<file path="config.mk">
export PLATFORM = sky130hd
export DESIGN_NAME = lin_autobaud_det
export DESIGN_NICKNAME = d
export VERILOG_FILES = /design/src/rtl/lin_ab_pkg.sv /design/src/rtl/lin_fall_det.sv /design/src/rtl/lin_bit_timer.sv /design/src/rtl/lin_sync_meter.sv /design/src/rtl/lin_rx_gate.sv /design/src/rtl/lin_autobaud_det.sv
export SDC_FILE = /design/constraint.sdc
export NUM_CORES = 1
export LEC_CHECK = 0
export BUFFER_PORTS_ARGS = -buffer_cell sky130_fd_sc_hd__buf_4
export CORE_ASPECT_RATIO = 1.2
export CORE_UTILIZATION = 36
export CTS_BUF_LIST = sky130_fd_sc_hd__clkbuf_2 sky130_fd_sc_hd__clkbuf_4 sky130_fd_sc_hd__clkbuf_8
export CTS_CLUSTER_DIAMETER = 200
export DETAILED_ROUTE_END_ITERATION = 8
export GPL_ROUTABILITY_DRIVEN = 0
export SLEW_MARGIN = 20
export SYNTH_ARGS = -nofsm -noshare
export SYNTH_HDL_FRONTEND = slang
export SYNTH_SLANG_ARGS = --single-unit
</file>
<file path="constraint.sdc">
create_clock -name clk -period 4.2 [get_ports clk]
set_input_delay 0.42 -clock clk [delete_from_list [all_inputs] [get_ports clk]]
set_output_delay 0.42 -clock clk [all_outputs]
set_load 0.03 [all_outputs]
</file>
<file path="src/rtl/lin_ab_pkg.sv">
package lin_ab_pkg;

    localparam int unsigned LIN_BRK_MIN_BITS = 11;
    localparam int unsigned LIN_BRK_MAX_BITS = 22;
    localparam int unsigned LIN_SYNC_FALLS   = 5;
    localparam int unsigned LIN_SYNC_SHIFT   = 3;

    typedef enum logic [1:0] {
        DET_IDLE,
        DET_LOW,
        DET_OVERLONG,
        DET_SYNC
    } det_state_e;

    typedef enum logic [1:0] {
        GATE_HOLD,
        GATE_SKIP,
        GATE_OPEN
    } gate_state_e;

    typedef struct packed {
        logic brk;
        logic brk_tmo;
        logic sync_tmo;
    } lin_flags_t;

    // Set has priority over a read clear.
    function automatic lin_flags_t flags_update(lin_flags_t cur, lin_flags_t set, logic clr);
        lin_flags_t res;
        res.brk      = set.brk      | (cur.brk      & ~clr);
        res.brk_tmo  = set.brk_tmo  | (cur.brk_tmo  & ~clr);
        res.sync_tmo = set.sync_tmo | (cur.sync_tmo & ~clr);
        return res;
    endfunction

endpackage

</file>
<file path="src/rtl/lin_fall_det.sv">
module lin_fall_det (
    input  logic clk,
    input  logic rst,
    input  logic line_i,
    output logic fall_o
);
    logic line_q;

    always_ff @(posedge clk) begin
        if (rst) line_q <= 1'b1;
        else     line_q <= line_i;
    end

    assign fall_o = line_q & ~line_i;
endmodule

</file>
<file path="src/rtl/lin_bit_timer.sv">
module lin_bit_timer #(
    parameter int unsigned DIV_W = 20,
    parameter int unsigned CNT_W = 5,
    parameter int unsigned SAT   = 23
) (
    input  logic             clk,
    input  logic             rst,
    input  logic             clr,
    input  logic             tick,
    input  logic [DIV_W-1:0] div,
    output logic [CNT_W-1:0] bits,
    output logic             wrap_o
);
    localparam logic [CNT_W-1:0] SAT_V = CNT_W'(SAT);

    logic [DIV_W-1:0] presc;
    logic [DIV_W:0]   presc_inc;
    logic             at_edge;

    assign presc_inc = {1'b0, presc} + 1'b1;
    // A zero divisor behaves like one cycle per bit.
    assign at_edge   = presc_inc >= {1'b0, div};
    assign wrap_o    = tick & at_edge;

    always_ff @(posedge clk) begin
        if (rst) begin
            presc <= '0;
            bits  <= '0;
        end else if (tick) begin
            if (at_edge) begin
                presc <= '0;
                bits  <= (bits == SAT_V) ? bits : bits + 1'b1;
            end else begin
                presc <= presc_inc[DIV_W-1:0];
            end
        end else if (clr) begin
            presc <= '0;
            bits  <= '0;
        end
    end
endmodule

</file>
<file path="src/rtl/lin_sync_meter.sv">
module lin_sync_meter #(
    parameter int unsigned CNT_W = 23,
    parameter int unsigned FALLS = 5
) (
    input  logic           clk,
    input  logic           rst,
    input  logic           arm,
    input  logic           active,
    input  logic           fall,
    output logic           done,
    output logic           ovf,
    output logic [CNT_W:0] span
);
    localparam int unsigned EDGE_W = $clog2(FALLS + 1);
    localparam logic [EDGE_W-1:0] LAST_E = EDGE_W'(FALLS - 1);

    logic [CNT_W-1:0]  cnt;
    logic [EDGE_W-1:0] edges;

    assign ovf  = active & (cnt == {CNT_W{1'b1}});
    assign done = active & fall & (edges == LAST_E) & ~ovf;
    assign span = {1'b0, cnt} + 1'b1;

    always_ff @(posedge clk) begin
        if (rst || arm) begin
            cnt   <= '0;
            edges <= '0;
        end else if (active) begin
            if (fall && edges == '0) begin
                cnt   <= '0;
                edges <= EDGE_W'(1);
            end else if (!ovf && !done) begin
                cnt <= cnt + 1'b1;
                if (fall) edges <= edges + 1'b1;
            end
        end
    end
endmodule

</file>
<file path="src/rtl/lin_rx_gate.sv">
module lin_rx_gate
    import lin_ab_pkg::*;
(
    input  logic clk,
    input  logic rst,
    input  logic dormant_en,
    input  logic sync_ok,
    input  logic byte_valid,
    output logic push_ok
);
    gate_state_e gst;

    always_ff @(posedge clk) begin
        if (rst) begin
            gst <= GATE_HOLD;
        end else if (sync_ok) begin
            gst <= GATE_SKIP;
        end else if (byte_valid) begin
            case (gst)
                GATE_SKIP: gst <= GATE_OPEN;
                GATE_OPEN: gst <= GATE_HOLD;
                default:   gst <= GATE_HOLD;
            endcase
        end
    end

    assign push_ok = byte_valid & (~dormant_en | (gst == GATE_OPEN));
endmodule

</file>
<file path="src/rtl/lin_autobaud_det.sv">
module lin_autobaud_det
    import lin_ab_pkg::*;
#(
    parameter int unsigned DIV_W = 20
) (
    input  logic             clk,
    input  logic             rst,
    input  logic             rxd,
    input  logic [DIV_W-1:0] cur_div,
    input  logic             lin_en,
    input  logic             abd_en,
    input  logic             dormant_en,
    input  logic             rd_strobe,
    input  logic             byte_valid,
    output logic [DIV_W-1:0] new_div,
    output logic             div_load,
    output logic             brk_flag,
    output logic             brk_tmo_err,
    output logic             sync_tmo_err,
    output logic             push_ok
);
    localparam int unsigned SYNC_W = DIV_W + LIN_SYNC_SHIFT;
    localparam int unsigned BIT_SAT = LIN_BRK_MAX_BITS + 1;
    localparam int unsigned BIT_W = $clog2(BIT_SAT + 1);
    localparam logic [BIT_W-1:0] MIN_B = BIT_W'(LIN_BRK_MIN_BITS);
    localparam logic [BIT_W-1:0] MAX_B = BIT_W'(LIN_BRK_MAX_BITS);

    det_state_e  state, state_nx;
    lin_flags_t  flags, flag_set;

    logic             fall;
    logic             t_tick, t_clr, t_wrap;
    logic [BIT_W-1:0] t_bits;
    logic             brk_set, tmo_set;
    logic             m_active, m_done, m_ovf;
    logic [SYNC_W:0]  m_span;

    lin_fall_det u_fall (
        .clk    (clk),
        .rst    (rst),
        .line_i (rxd),
        .fall_o (fall)
    );

    assign t_tick = lin_en & ~rxd &
                    (((state == DET_IDLE) & fall) | (state == DET_LOW));
    assign t_clr  = (state != DET_LOW);

    lin_bit_timer #(
        .DIV_W (DIV_W),
        .CNT_W (BIT_W),
        .SAT   (BIT_SAT)
    ) u_timer (
        .clk    (clk),
        .rst    (rst),
        .clr    (t_clr),
        .tick   (t_tick),
        .div    (cur_div),
        .bits   (t_bits),
        .wrap_o (t_wrap)
    );

    assign brk_set  = (state == DET_LOW) & lin_en & rxd & (t_bits >= MIN_B);
    assign tmo_set  = (state == DET_LOW) & lin_en & ~rxd & t_wrap & (t_bits == MAX_B);
    assign m_active = (state == DET_SYNC) & lin_en;

    lin_sync_meter #(
        .CNT_W (SYNC_W),
        .FALLS (LIN_SYNC_FALLS)
    ) u_meter (
        .clk    (clk),
        .rst    (rst),
        .arm    (brk_set),
        .active (m_active),
        .fall   (fall),
        .done   (m_done),
        .ovf    (m_ovf),
        .span   (m_span)
    );

    lin_rx_gate u_gate (
        .clk        (clk),
        .rst        (rst),
        .dormant_en (dormant_en),
        .sync_ok    (m_done),
        .byte_valid (byte_valid),
        .push_ok    (push_ok)
    );

    always_comb begin
        state_nx = state;
        case (state)
            DET_IDLE: begin
                if (lin_en && fall) state_nx = DET_LOW;
            end
            DET_LOW: begin
                if (!lin_en)      state_nx = DET_IDLE;
                else if (rxd)     state_nx = brk_set ? DET_SYNC : DET_IDLE;
                else if (tmo_set) state_nx = DET_OVERLONG;
            end
            DET_OVERLONG: begin
                if (!lin_en || rxd) state_nx = DET_IDLE;
            end
            DET_SYNC: begin
                if (!lin_en || m_ovf || m_done) state_nx = DET_IDLE;
            end
            default: state_nx = DET_IDLE;
        endcase
    end

    always_comb begin
        flag_set.brk      = brk_set;
        flag_set.brk_tmo  = tmo_set;
        flag_set.sync_tmo = m_ovf;
    end

    always_ff @(posedge clk) begin
        if (rst) begin
            state    <= DET_IDLE;
            flags    <= '0;
            new_div  <= '0;
            div_load <= 1'b0;
        end else begin
            state    <= state_nx;
            flags    <= flags_update(flags, flag_set, rd_strobe);
            div_load <= m_done & abd_en;
            if (m_done && abd_en) new_div <= m_span[LIN_SYNC_SHIFT +: DIV_W];
        end
    end

    assign brk_flag     = flags.brk;
    assign brk_tmo_err  = flags.brk_tmo;
    assign sync_tmo_err = flags.sync_tmo;
endmodule

</file>
==> flow_metrics.env, run 1 <==
export IMPL_crit_fanout=9
export IMPL_timing_final_crit_period_ns=3.57
export IMPL_stdcell_area_mm2=0.00536
export IMPL_status="finished clean"
export IMPL_synth_commonest_cells="dfxtp_1, nor2_1, a21oi_1"
export IMPL_vias_per_cell=5.37
export IMPL_hold_path_class="input port to flip-flop"
export IMPL_grt_pass1_wl_um=18400
export IMPL_design_power_total_mw=1.50
export IMPL_dp_hpwl_um=7920
export IMPL_fmax_ghz=0.280
export IMPL_worst_hold_slack_ns=0.280
export IMPL_fin_cells=758
export IMPL_setup_viol=0
export IMPL_yosys_area_top_type="dfxtp_1"
export IMPL_required_ns=4.43
export IMPL_fin_ws_ns=0.634
export IMPL_power_leakage_nw=2.12
export IMPL_cts_inserted_buffers=9
export IMPL_hold_path_depth=2
export IMPL_insertion_delay_ns=0.35
export IMPL_r2r_slack_ns=0.63
export IMPL_die_w_um=106
export IMPL_antenna_left=0
export IMPL_endpoint_kind="flip-flop"
export IMPL_area_growth_pct=15.0
export IMPL_cts_tree="built"
export IMPL_htree_levels=3
export IMPL_cts_hold_buf=0
export IMPL_grt_pass1_vias=3963
export IMPL_wl_met2_um=5590
export IMPL_crit_type="flip-flop to flip-flop"
export IMPL_arrival_ns=3.80
export IMPL_rsz0062_at_grt="no"
export IMPL_fin_nets=643
export IMPL_cts_setup_buffers=0
export IMPL_rows=45
export IMPL_synth_cells=551
export IMPL_period_share_pct=84.9
export IMPL_wl_met3_um=324
export IMPL_num_antenna_cells=0
export IMPL_slew_viol_final=0
export IMPL_drc=0
export IMPL_die_h_um=127
export IMPL_post_dp_cell_area_mm2=0.00513
export IMPL_synth_flop_cell="dfxtp_1"
export IMPL_drt_met1_wl_um=4790
export IMPL_numPortBuffers=52
export IMPL_vdd_ir_drop_max_mv=0.177
export IMPL_yosys_top_cells_area="dfxtp_1, ha_1, nor2_1"
export IMPL_synth_avg_cell_area_um2=8.46
export IMPL_antenna_found_initial=0
export IMPL_grt_start_max_net_pins=37
export IMPL_path_clk_slew_ns=0.08
export IMPL_synthArstFlopShare_pct=0
export IMPL_wl_um=10900
export IMPL_max_cap_violations=0
export IMPL_syn_num_nets=605
export IMPL_cts_resized_gates=0
export IMPL_ys_seq_area_share_pct=34.3
export IMPL_tns_ns=0
export IMPL_yosysWarningCount=0
export IMPL_die_area_mm2=0.0134
export IMPL_start_util_pct=36.8
export IMPL_clock_path_buffers=2
export IMPL_grt_ovfl_total=0
export IMPL_coreArea_mm2=0.0127
export IMPL_top_layer="met4"
export IMPL_layout_drive_gt1_share_pct=17.7
export IMPL_netlist_area_mm2=0.00466
export IMPL_cp_start_kind="flip-flop"
export IMPL_cts_root_buf="clkbuf_8"
export IMPL_ys_seq_elements=80
export IMPL_pre_cts_ws_ns=0.678
export IMPL_worst_pin_slew_ns=0.821
export IMPL_yosysMostFrequentCell="dfxtp_1"
export IMPL_finalHoldViolCount=0
export IMPL_io_pins=53
export IMPL_fin_util_pct=42.3
export IMPL_drtPass1Iterations=4
export IMPL_ys_types=70
export IMPL_vias=4071
export IMPL_power_density_mw_per_mm2=280
export IMPL_grt_usage_pct=17.1
export IMPL_synth_edff_count=0
export IMPL_fin_skew_ns=0.0115
export IMPL_wl_per_cell_um=14.4
export IMPL_detail_route_iter0_violations=148
export IMPL_cts_sinks=80
export IMPL_reg2reg_depth=12
export IMPL_slew_headroom_pct=44.9
export IMPL_dp_cells=742
export IMPL_synth_top_cell_area_share_pct=34.3
[power breakdown]
part           switching, mW  leakage [nW]  total (mW)  internal (mW)
clock network          0.293         0.119       0.660          0.367
registers            0.00273         0.645       0.762          0.759
logic                 0.0457          1.35      0.0786         0.0329
[cell type report]
cell class	count	area [um^2]
multi-input cells	411	2790
fillers	1285	7300
well taps	164	205
clock inverters	5	78.8
flip-flops and latches	80	1600
inverters	31	116
clock buffers	11	151
repair buffers	56	420
[per-layer routing]
layer  up-vias  track usage, %
met5         -               0
met4         0            7.19
met3        20            3.29
met2        73            30.8
met1      1904            19.6
li1       2074               -
[sequential cells by signal, summed over array words and instances (netlist names)]
signal / count
brk_tmo_err: 1
div_load: 1
new_div: 20
u_gate.gst: 2
u_meter.cnt: 23
u_meter.edges: 3
u_timer.presc: 20
u_timer.bits: 5
sync_tmo_err: 1
brk_flag: 1
state: 2
u_fall.line_q: 1
[cell usage in the layout, fill, tap and decap left out, types with 10 or more instances in the layout]
cell,instances
xnor2_1,19
a22o_1,10
nand4_1,14
dfxtp_1,80
o21ai_0,18
nand2_1,37
a211oi_1,24
xor2_1,19
a21oi_1,42
nand3_1,20
buf_4,56
ha_1,26
clkbuf_8,11
nor2_1,67
inv_1,31
[path summary, 6_finish.rpt]
check,startpoint,endpoint
worst min register to register,u_meter.edges[1],u_meter.edges[1]
worst min-delay path,rxd,u_fall.line_q
worst max register to register,u_timer.presc[0],u_timer.bits[3]
worst max-delay path,u_timer.presc[0],u_timer.bits[3]
[cells by family (layout without fill, tap and decap cells)]
group           count (synthesis)  after routing  synth area share, %
simple gates                  206            206                 24.0
buf+inv                        60            103                 5.88
mux                             3              3                0.671
fa+ha+maj                      26             26                 6.98
flops                          80             80                 34.3
xor+xnor                       38             38                 7.14
compound gates                138            138                 21.0
[worst max-delay path, stage by stage (launching register included)]
cell	delay [ns]
dfxtp_1	0.41
ha_1	0.28
nand3_2	0.21
nor4_4	0.26
and3_2	0.24
xor2_1	0.08
ha_1	0.32
nand4_1	0.20
nor4_2	0.40
o2111ai_1	0.21
and4_1	0.39
o311ai_4	0.34
o41ai_2	0.10
Power figures use the tool's default switching activity.
==> run 2: changes to the inputs <==
==> constraint.sdc (replaced) <==
create_clock -name clk -period 3.19 [get_ports clk]
set_input_delay 0.319 -clock clk [delete_from_list [all_inputs] [get_ports clk]]
set_output_delay 0.319 -clock clk [all_outputs]
set_load 0.03 [all_outputs]
==> run 2 against run 1 <==
  * Critical path type unchanged
  * Critical path depth increased by 3
  * Clock skew fell by 0.0053 ns
  * Combinational power rose by 41%
  * Clock-buffer cell count down 2
  * Critical endpoint is now u_timer.presc[4]
  * Highest routed layer unchanged
  * Hold slack worse by 0.12 ns
==> flow_metrics.env, run 2 (same netlist as run 1, synthesis figures left out) <==
export IMPL_grt_ovfl_total=0
export IMPL_vias=4174
export IMPL_max_cap_violations=0
export IMPL_clock_path_buffers=2
export IMPL_crit_type="flip-flop to flip-flop"
export IMPL_antenna_left=0
export IMPL_htree_levels=3
export IMPL_cts_sinks=80
export IMPL_layout_drive_gt1_share_pct=21.7
export IMPL_fin_skew_ns=0.00620
export IMPL_finalHoldViolCount=0
export IMPL_die_h_um=127
export IMPL_power_leakage_nw=2.23
export IMPL_die_w_um=106
export IMPL_slew_viol_final=0
export IMPL_vias_per_cell=5.37
export IMPL_num_antenna_cells=0
export IMPL_most_common_layout_cells="dfxtp_1, buf_4, nor2_1, a21oi_1, nand2_1"
export IMPL_power_density_mw_per_mm2=364
export IMPL_die_area_mm2=0.0134
export IMPL_regMostFlops="u_meter.cnt"
export IMPL_drtPass1Iterations=4
export IMPL_numPortBuffers=52
export IMPL_slew_headroom_pct=44.0
export IMPL_status="finished clean"
export IMPL_timing_final_crit_period_ns=3.10
export IMPL_grt_start_max_net_pins=37
export IMPL_top_regs="u_meter.cnt: 23 flops, new_div: 20 flops, u_timer.presc: 20 flops"
export IMPL_cp_slowest_stage_delay_ns=0.38
export IMPL_endpoint_kind="flip-flop"
export IMPL_drc=0
export IMPL_fin_cells=778
export IMPL_grt_usage_pct=17.1
export IMPL_wl_per_cell_um=14.3
export IMPL_cts_tree="built"
export IMPL_wl_met3_um=395
export IMPL_worst_path_max_delay_cell="dfxtp_4"
export IMPL_grt_pass1_vias=3981
export IMPL_area_growth_pct=20.4
export IMPL_required_ns=3.45
export IMPL_rsz0062_at_grt="yes"
export IMPL_fin_nets=663
export IMPL_arrival_ns=3.36
export IMPL_setup_viol=0
export IMPL_cts_inserted_buffers=9
export IMPL_cp_start_kind="flip-flop"
export IMPL_coreArea_mm2=0.0127
export IMPL_wl_met2_um=5740
export IMPL_fmax_ghz=0.322
export IMPL_dp_hpwl_um=8110
export IMPL_top_layer="met4"
export IMPL_insertion_delay_ns=0.37
export IMPL_grt_pass1_wl_um=18500
export IMPL_path_clk_slew_ns=0.08
export IMPL_start_util_pct=36.8
export IMPL_dp_cells=760
export IMPL_io_pins=53
export IMPL_period_share_pct=97.3
export IMPL_hold_path_class="input port to flip-flop"
export IMPL_largest_reg_flops=23
export IMPL_vdd_ir_drop_max_mv=0.157
export IMPL_crit_fanout=18
export IMPL_crit_chain="ha_4, nand3_4, nor4_4, nand4_1, xnor2_1, ha_1, nand4_1, buf_4, buf_4, nor2_1, a2bb2oi_2, nand4_2, nor2_4, buf_12, a221o_1"
export IMPL_design_power_total_mw=2.04
export IMPL_wl_um=11100
export IMPL_drt_met1_wl_um=4800
export IMPL_detail_route_iter0_violations=158
export IMPL_cts_root_buf="clkbuf_8"
export IMPL_final_common_cell="dfxtp_1"
export IMPL_antenna_found_initial=0
export IMPL_worst_pin_slew_ns=0.834
export IMPL_rows=45
[run 2: layout make-up]
| class | instances | area [um^2] |
|---|---|---|
| fillers | 1245 | 7060 |
| multi-input cells | 411 | 2850 |
| flip-flops and latches | 80 | 1610 |
| repair buffers | 76 | 587 |
| well taps | 164 | 205 |
| clock buffers | 9 | 124 |
| clock inverters | 7 | 119 |
| inverters | 31 | 116 |
[run 2: layer usage]
layer / up-vias / track usage (%)
met1: 1974 / 19.5
li1: 2101 / -
met5: - / 0
met3: 14 / 2.72
met2: 85 / 31.4
met4: 0 / 6.86
[run 2: critical path, delay by kind of cell (launching register included)]
family          cells  cell delay [ns]
simple gates        7             1.12
buf+inv             3             0.47
fa+ha+maj           2             0.42
compound gates      2             0.41
flops               1             0.38
xor+xnor            1             0.17
[run 2: path summary, 6_finish.rpt]
| check | startpoint | end | slack, ns | cells past startpoint |
|---|---|---|---|---|
| min reg2reg | brk_tmo_err | brk_tmo_err | 0.48 | 2 |
| min | rxd | u_fall.line_q | 0.16 | 2 |
| max | u_timer.presc[1] | u_timer.presc[4] | 0.09 | 15 |
| max reg2reg | u_timer.presc[1] | u_timer.presc[4] | 0.09 | 15 |
[run 2: power by group]
part	internal (mW)	switching [mW]
registers	0.999	0.00382
clock network	0.521	0.408
logic	0.0481	0.0626
total	1.57	0.475
[run 2: timing repair]
action	CTS	global route
pin swaps	1	7
resized for setup	2	15
setup buffers	0	2
setup endpoints to repair	6	28
hold buffers	0	0
[run 2: per-stage QoR]
step | TNS (ns) | utilization, % | area, um^2 | hold WS (ns) | worst slack [ns]
floorplan | 0 | - | 4660 | 0.426 | 0.122
global placement | 0 | 41.7 | 5280 | 0.459 | 0.0419
detailed placement | -0.195 | 41.7 | 5280 | 0.466 | -0.0958
CTS | 0 | 43.6 | 5530 | 0.157 | 0.000466
global route | -0.484 | 44.3 | 5610 | 0.169 | -0.0963
finish | 0 | 44.3 | 5610 | 0.163 | 0.0866
